--- src/rtl/hzd_pkg.sv ---
package hzd_pkg;
  typedef enum logic [1:0] {
    BYP_RF  = 2'd0,
    BYP_WB  = 2'd1,
    BYP_MEM = 2'd2
  } bypSel_e;

  typedef struct packed {
    logic bypassOn;
    logic stall;
  } ctrlStrobes_t;
endpackage

--- src/rtl/hzd_ctrl.sv ---
module hzd_ctrl
  import hzd_pkg::*;
#(
  parameter int REG_W = 5
) (
  input  logic             clk,
  input  logic             rstN,
  input  logic             fwdEnable,
  input  logic [REG_W-1:0] idRs1,
  input  logic [REG_W-1:0] idRs2,
  input  logic             idUsesRs1,
  input  logic             idUsesRs2,
  input  logic             idIsBranch,
  input  logic [REG_W-1:0] exRd,
  input  logic             exWe,
  input  logic             exIsLoad,
  input  logic [REG_W-1:0] memRd,
  input  logic             memWe,
  input  logic             memIsLoad,
  output ctrlStrobes_t     strobes,
  output logic             modeQ
);
  localparam int NUM_SRC = 2;

  logic [REG_W-1:0] idSrc [NUM_SRC];
  logic [NUM_SRC-1:0] idUse;
  logic [NUM_SRC-1:0] blockFwd;
  logic [NUM_SRC-1:0] blockNoFwd;

  assign idSrc[0] = idRs1;
  assign idSrc[1] = idRs2;
  assign idUse    = {idUsesRs2, idUsesRs1};

  // mode is sampled only while reset is held
  always_ff @(posedge clk) begin
    if (!rstN) modeQ <= fwdEnable;
  end

  for (genvar i = 0; i < NUM_SRC; i++) begin : g_src
    logic live;
    logic needEx;
    logic needMem;
    assign live    = idUse[i] && (idSrc[i] != '0);
    assign needEx  = live && exWe && (exRd == idSrc[i]);
    assign needMem = live && memWe && (memRd == idSrc[i]);
    assign blockNoFwd[i] = needEx | needMem;
    assign blockFwd[i]   = idIsBranch ? (needEx | (needMem & memIsLoad))
                                      : (needEx & exIsLoad);
  end

  assign strobes.bypassOn = modeQ;
  assign strobes.stall    = modeQ ? (|blockFwd) : (|blockNoFwd);
endmodule

--- src/rtl/byp_pick.sv ---
module byp_pick
  import hzd_pkg::*;
#(
  parameter int REG_W = 5
) (
  input  logic             en,
  input  logic [REG_W-1:0] src,
  input  logic [REG_W-1:0] memRd,
  input  logic             memWe,
  input  logic [REG_W-1:0] wbRd,
  input  logic             wbWe,
  output bypSel_e          sel
);
  logic nz;
  assign nz = (src != '0);

  always_comb begin
    sel = BYP_RF;
    if (en && nz) begin
      if (memWe && memRd == src)     sel = BYP_MEM;
      else if (wbWe && wbRd == src)  sel = BYP_WB;
    end
  end
endmodule

--- src/rtl/hzd_bypass.sv ---
module hzd_bypass
  import hzd_pkg::*;
#(
  parameter int REG_W = 5
) (
  input  ctrlStrobes_t     strobes,
  input  logic [REG_W-1:0] idRs1,
  input  logic [REG_W-1:0] idRs2,
  input  logic             idUsesRs1,
  input  logic             idUsesRs2,
  input  logic             idIsBranch,
  input  logic [REG_W-1:0] exRs1,
  input  logic [REG_W-1:0] exRs2,
  input  logic             exIsStore,
  input  logic [REG_W-1:0] memRd,
  input  logic             memWe,
  input  logic [REG_W-1:0] wbRd,
  input  logic             wbWe,
  output bypSel_e          exSelA,
  output bypSel_e          exSelB,
  output bypSel_e          storeSel,
  output bypSel_e          brSelA,
  output bypSel_e          brSelB
);
  localparam int NUM_PICK = 5;

  logic [REG_W-1:0] pickSrc [NUM_PICK];
  logic [NUM_PICK-1:0] pickEn;
  bypSel_e pickSel [NUM_PICK];

  assign pickSrc[0] = exRs1;
  assign pickSrc[1] = exRs2;
  assign pickSrc[2] = exRs2;
  assign pickSrc[3] = idRs1;
  assign pickSrc[4] = idRs2;

  assign pickEn[0] = strobes.bypassOn;
  assign pickEn[1] = strobes.bypassOn;
  assign pickEn[2] = strobes.bypassOn & exIsStore;
  assign pickEn[3] = strobes.bypassOn & idIsBranch & idUsesRs1;
  assign pickEn[4] = strobes.bypassOn & idIsBranch & idUsesRs2;

  for (genvar i = 0; i < NUM_PICK; i++) begin : g_pick
    byp_pick #(.REG_W(REG_W)) u_pick (
      .en    (pickEn[i]),
      .src   (pickSrc[i]),
      .memRd (memRd),
      .memWe (memWe),
      .wbRd  (wbRd),
      .wbWe  (wbWe),
      .sel   (pickSel[i])
    );
  end

  assign exSelA   = pickSel[0];
  assign exSelB   = pickSel[1];
  assign storeSel = pickSel[2];
  assign brSelA   = pickSel[3];
  assign brSelB   = pickSel[4];
endmodule

--- src/rtl/hazard_ctrl_top.sv ---
module hazard_ctrl_top
  import hzd_pkg::*;
#(
  parameter int REG_W = 5
) (
  input  logic             clk,
  input  logic             rstN,
  input  logic             fwdEnable,
  input  logic [REG_W-1:0] idRs1,
  input  logic [REG_W-1:0] idRs2,
  input  logic             idUsesRs1,
  input  logic             idUsesRs2,
  input  logic             idIsBranch,
  input  logic [REG_W-1:0] exRs1,
  input  logic [REG_W-1:0] exRs2,
  input  logic             exIsStore,
  input  logic [REG_W-1:0] exRd,
  input  logic             exWe,
  input  logic             exIsLoad,
  input  logic [REG_W-1:0] memRd,
  input  logic             memWe,
  input  logic             memIsLoad,
  input  logic [REG_W-1:0] wbRd,
  input  logic             wbWe,
  output logic             stall,
  output logic [1:0]       exSelA,
  output logic [1:0]       exSelB,
  output logic [1:0]       storeSel,
  output logic [1:0]       brSelA,
  output logic [1:0]       brSelB
);
  ctrlStrobes_t strobes;
  logic modeQ;
  bypSel_e selA, selB, selSt, selBa, selBb;

  hzd_ctrl #(.REG_W(REG_W)) u_ctrl (
    .clk, .rstN, .fwdEnable,
    .idRs1, .idRs2, .idUsesRs1, .idUsesRs2, .idIsBranch,
    .exRd, .exWe, .exIsLoad,
    .memRd, .memWe, .memIsLoad,
    .strobes, .modeQ
  );

  hzd_bypass #(.REG_W(REG_W)) u_bypass (
    .strobes,
    .idRs1, .idRs2, .idUsesRs1, .idUsesRs2, .idIsBranch,
    .exRs1, .exRs2, .exIsStore,
    .memRd, .memWe, .wbRd, .wbWe,
    .exSelA(selA), .exSelB(selB), .storeSel(selSt),
    .brSelA(selBa), .brSelB(selBb)
  );

  assign stall    = strobes.stall;
  assign exSelA   = selA;
  assign exSelB   = selB;
  assign storeSel = selSt;
  assign brSelA   = selBa;
  assign brSelB   = selBb;
endmodule

--- config.mk ---
export PLATFORM = sky130hd
export DESIGN_NAME = hazard_ctrl_top
export DESIGN_NICKNAME = d
export VERILOG_FILES = /design/src/rtl/hzd_pkg.sv /design/src/rtl/hzd_ctrl.sv /design/src/rtl/byp_pick.sv /design/src/rtl/hzd_bypass.sv /design/src/rtl/hazard_ctrl_top.sv
export SDC_FILE = /design/constraint.sdc
export NUM_CORES = 1
export LEC_CHECK = 0
export BUFFER_PORTS_ARGS = -buffer_cell sky130_fd_sc_hd__buf_2
export CAP_MARGIN = 20
export CORE_MARGIN = 2
export CORE_UTILIZATION = 40
export DETAILED_ROUTE_END_ITERATION = 7
export GPL_TIMING_DRIVEN = 0
export PLACE_DENSITY = 0.9
export SLEW_MARGIN = 0
export SYNTH_ARGS = -nofsm -noshare
export SYNTH_HDL_FRONTEND = slang
export SYNTH_SLANG_ARGS = --single-unit
export TNS_END_PERCENT = 20
--- constraint.sdc ---
create_clock -name clk -period 1.8 [get_ports clk]
set_input_delay 0.36 -clock clk [delete_from_list [all_inputs] [get_ports clk]]
set_output_delay 0.36 -clock clk [all_outputs]
set_load 0.02 [all_outputs]
## Word level (Yosys, flattened, before mapping)

Cells that the tools add are included.

- Flip-flop bits (word level): 1
- Input port bits: 47
- Output and inout bits: 11
- Word-level logic and storage cells: 68

- Equal/unequal tests: 10
- Mux-type cells: 16
- Bitwise logic cells: 12
- Reduce and logical (&&, ||, !) cells: 29

Operators with widths:

| cell | count |
|---|---|
| $eq A5 B5 Y1 | 10 |
| $logic_and A1 B1 Y1 | 23 |
| $reduce_bool A5 Y1 | 4 |
| $mux W2 | 9 |
| $and A1 B1 Y1 | 8 |
| $mux W1 | 7 |
| $or A1 B1 Y1 | 4 |
| $reduce_or A2 Y1 | 2 |

## Logic depth before layout (Yosys ltp)

- Word-level depth: 9
- Depth in mapped cells: 5
- Depth with buffers taken out: 5

## Cells and area by module

From an unflattened synthesis, not the netlist that was laid out.

- Cells, all modules: 137
- Area total of the unflattened synthesis: 1,109.8 um^2

Modules (own cells, without submodules):

| module | instances | cells each | area each (um^2) | seq. area each (um^2) |
|---|---|---|---|---|
| byp_pick | 5 | 18 | 152.6 | 0.0 |
| hzd_ctrl | 1 | 44 | 327.8 | 30.0 |
| hzd_bypass | 1 | 3 | 18.8 | 0.0 |

## Worst setup path before layout

Ideal clock, no wire load.

- Path type: input-to-output
- Start: input memRd[0]
- End: output brSelA[0]
- Arrival time: 1.580 ns
- Required time: 1.440 ns
- Path slack: -0.140 ns
- Stages: 4
- Buffers on the path: 1
- Cells stage by stage: clkbuf_1 -> xnor2_1 -> and3_1 -> nor4_1

- Cells in the longest elaborated chain, start to end: 4

RTL lines:

| item | RTL line | RTL |
|---|---|---|
| start, declared | hazard_ctrl_top.sv:20 | `input logic [REG_W-1:0] memRd,` |
| $eq A5 B5 Y1 | byp_pick.sv:20 | `if (memWe && memRd == src) sel = BYP_MEM;` |
| $logic_and A1 B1 Y1 | byp_pick.sv:20 |  |
| $mux W2 | byp_pick.sv:20 |  |
| $mux W2 | byp_pick.sv:19 | `if (en && nz) begin` |
| end, declared | hazard_ctrl_top.sv:29 | `output logic [1:0] brSelA,` |

Every way passes these cells.

## Final worst setup path

- Start: input wbRd[4]
- End: output brSelB[0]

- Cells in the longest elaborated chain, start to end: 5

RTL lines:

| item | RTL line | RTL |
|---|---|---|
| start, declared | hazard_ctrl_top.sv:23 | `input logic [REG_W-1:0] wbRd,` |
| $eq A5 B5 Y1 | byp_pick.sv:21 | `else if (wbWe && wbRd == src) sel = BYP_WB;` |
| $logic_and A1 B1 Y1 | byp_pick.sv:21 |  |
| $mux W1 | byp_pick.sv:21 |  |
| $mux W2 | byp_pick.sv:20 |  |
| $mux W2 | byp_pick.sv:19 |  |
| end, declared | hazard_ctrl_top.sv:30 | `output logic [1:0] brSelB` |

Every way passes these cells.

==> qor.yml <==
power_and_ir_drop:
  peakVddDrop_mv: 0.1347
  power_frac_seq_pct: 10.4
  cellPowerDensity_nw_per_um2: 239.6
  power.clock.fraction_pct: 0
  p_switching_w: 0.0001468
  power.total_w: 0.0003049
  leakagePower_nw: 0.5634
  p_int_w: 0.0001581
  power.share.combinational_pct: 89.6
  swShare_pct: 48.14
synth:
  post_synth_num_cell_types: 22
  synthesis_warning_total: 0
  postSynthCellCount: 104
  proportion_of_synthesized_flip_flops_having_asynchronous_set_or_reset_pct: 0
  synth_seq_cells: 1
  syn_area_um2: 768.2
  post_synth.cell_area_avg_um2: 7.387
  sequential_to_total_area_share_from_yosys_stat_pct: 3.909
  synth_net_count: 151
  synth_top_flop_cell: "edfxtp_1"
  synth_edf_count: 1
sta:
  timing.slew.headroom_pct: 74.68
  layout_setup_ws_ns: -0.2082
  max_clock_freq_ghz: 0.4980
  finalHoldViolCount: 0
  fin_crit_period_ns: 2.008
  fin_worst_hold_slack_ns: 0.5380
  worst_max_slew_pin_slew_ns: 0.3764
  period_share_pct: 111.6
  drv_slew: 0
  setup_tns_ns: -1.060
  finalSetupViolCount: 10
  rsz0062_at_grt: "yes"
worst_setup_path:
  worst_path_fanout_max: 4
  worstPathArrival_ns: 1.65
  path_class: "in2out"
  critPathRequiredTime_ns: 1.44
  cp-end-kind: "output port"
  worstSetupStartpointType: "primary input"
global_routing:
  grt_usage_pct: 23.40
  grt_pass1_vias: 888
  grtUsageMet2_pct: 44.80
  grt_antenna_before_repair: 0
  grt_use_met3_pct: 1.509
  globalRoute.totalOverflow: 0
  grt_max_degree: 8
  grt.met1_usage_pct: 28.86
  grt_pass1_wl_um: 3891
  grt-busiest-layer: "met2"
floorplanning:
  die_x_um: 47.83
  number_of_top_level_pins: 58
  fp.dieH_um: 47.83
  core.rowCount: 15
  initial_core_util_pct: 43.55
  die_area_um2: 2287
  floorplan.core_area_um2: 1764
final_layout:
  areaGrowthSynthToFinish_pct: 65.64
  antennaDiodeCount: 0
  flip_flop_count_of_the_largest_register_all_copies_and_words_added: 1
  post_route_cells_drive_above_1_share_pct: 47.24
  final_core_utilization_pct: 72.13
  finish.net_count: 212
  largest-register: "u_ctrl.modeQ"
  biggestRegsByFlops: "u_ctrl.modeQ (1)"
clock_tree:
  clkSlewWorstSetupHoldPaths_ns: 0
worst_hold_path:
  holdPathEnd: "u_ctrl.modeQ"
  whs_path_depth: 1
  hold_path_class: "in2reg"
  min_from: "fwdEnable"
run_status:
  violations: "negative setup slack"
  status: "finished, violations left"
route:
  dr.pass1.iters: 4
  dr.first_iter.drc_count: 19
  route.vias.total: 1006
  post-route-drc-count: 0
  detail-route-antenna-nets: 0
  post_drt_via_cell_ratio: 5.351
  routed_wl_um: 2907
  detail_route.wl_per_cell_um: 15.46
placement:
  finalWeightedCongestion: 0.8427
  portBuffers: 56
  dpl_worst_slack_ns: -0.2567
  dp_hpwl_um: 2199
flow_run:
  drv.max_cap_violation_count: 0
kinds of logic after synthesis:
| family | count (synthesis) | share of synthesized area [%] |
|---|---|---|
| AO/OA/AOI/OAI | 8 | 7.003 |
| XOR/XNOR | 50 | 57.00 |
| buffers and inverters | 4 | 1.954 |
| flip-flops | 1 | 3.909 |
| AND/OR/NAND/NOR | 41 | 30.13 |
layout make-up:
| type | count | area (um^2) |
|---|---|---|
| plain buffers | 1 | 3.754 |
| fillers | 142 | 491.7 |
| inverters | 3 | 11.26 |
| multi-input cells | 99 | 813.3 |
| flip-flops and latches | 1 | 30.03 |
| well taps | 25 | 31.28 |
| repair buffers | 59 | 382.9 |
placed cells by master (no fill, tap or decap), types with 2 or more instances in the layout:
master,count
buf_2,38
xor2_1,35
buf_4,14
xnor2_1,10
nand3_1,8
nor4_2,6
nor2_1,6
buf_6,6
nand2_1,5
or4_4,3
nor4_1,3
nor3_1,3
xor2_2,3
inv_1,3
or4_1,2
o21ai_1,2
o211ai_1,2
xnor2_2,2
cell usage after synthesis, types with 2 or more instances:
cell type,number,area (um^2)
and3_1,2,12.51
inv_1,3,11.26
nand2_1,5,18.77
nand3_1,8,40.04
nor2_1,6,22.52
nor3_1,4,20.02
nor4_1,8,50.05
o211ai_1,2,15.01
o21ai_0,2,10.01
or4_1,4,30.03
xnor2_1,12,105.1
xor2_1,38,332.8
metal layers:
layer  part of all wire (%)  wire length (um)
met2                     57              1652
met5                      0                 0
met3                    5.2               151
met1                     37              1086
met4                   0.58                17
power groups by stage:
stage               combinational, W  sequential, W  clock [W]
global placement            0.000210      0.0000314          0
global route                0.000292      0.0000319          0
finish                      0.000273      0.0000317          0
floorplan                   0.000109      0.0000304          0
detailed placement          0.000221      0.0000315          0
CTS                         0.000242      0.0000316          0
critical path: stages:
cell and delay [ns]:
buf_4 0.15, xnor2_2 0.18, nand2_1 0.09, or4_4 0.42, nor4_2 0.27, buf_4 0.18
how the worst max path moves through the flow:
stage                           end  depth (start not counted)  slack [ns]          from
final                     brSelB[0]                          6       -0.21       wbRd[4]
after global routing      brSelB[0]                          6       -0.25       wbRd[4]
after CTS                 brSelB[0]                          6       -0.16      idRs2[1]
after detailed placement      stall                          7       -0.26      memRd[4]
after global placement    brSelB[0]                          6       -0.25      idRs2[1]
after floorplan           brSelB[0]                          3       -0.10  u_ctrl.modeQ
what timing repair did:
item,4_1_cts,5_1_grt
setup buffers,1,2
pin swaps,14,11
setup endpoints to repair,11,11
resized for setup,25,20
hold buffers,0,0
stage by stage:
| step | cells | cell area [um^2] |
|---|---|---|
| CTS | 186 | 1175 |
| floorplan | 104 | 774.5 |
| global placement | 185 | 1086 |
| finish | 188 | 1272 |
| global route | 188 | 1272 |
| detailed placement | 185 | 1086 |
Power figures use the tool's default switching activity.
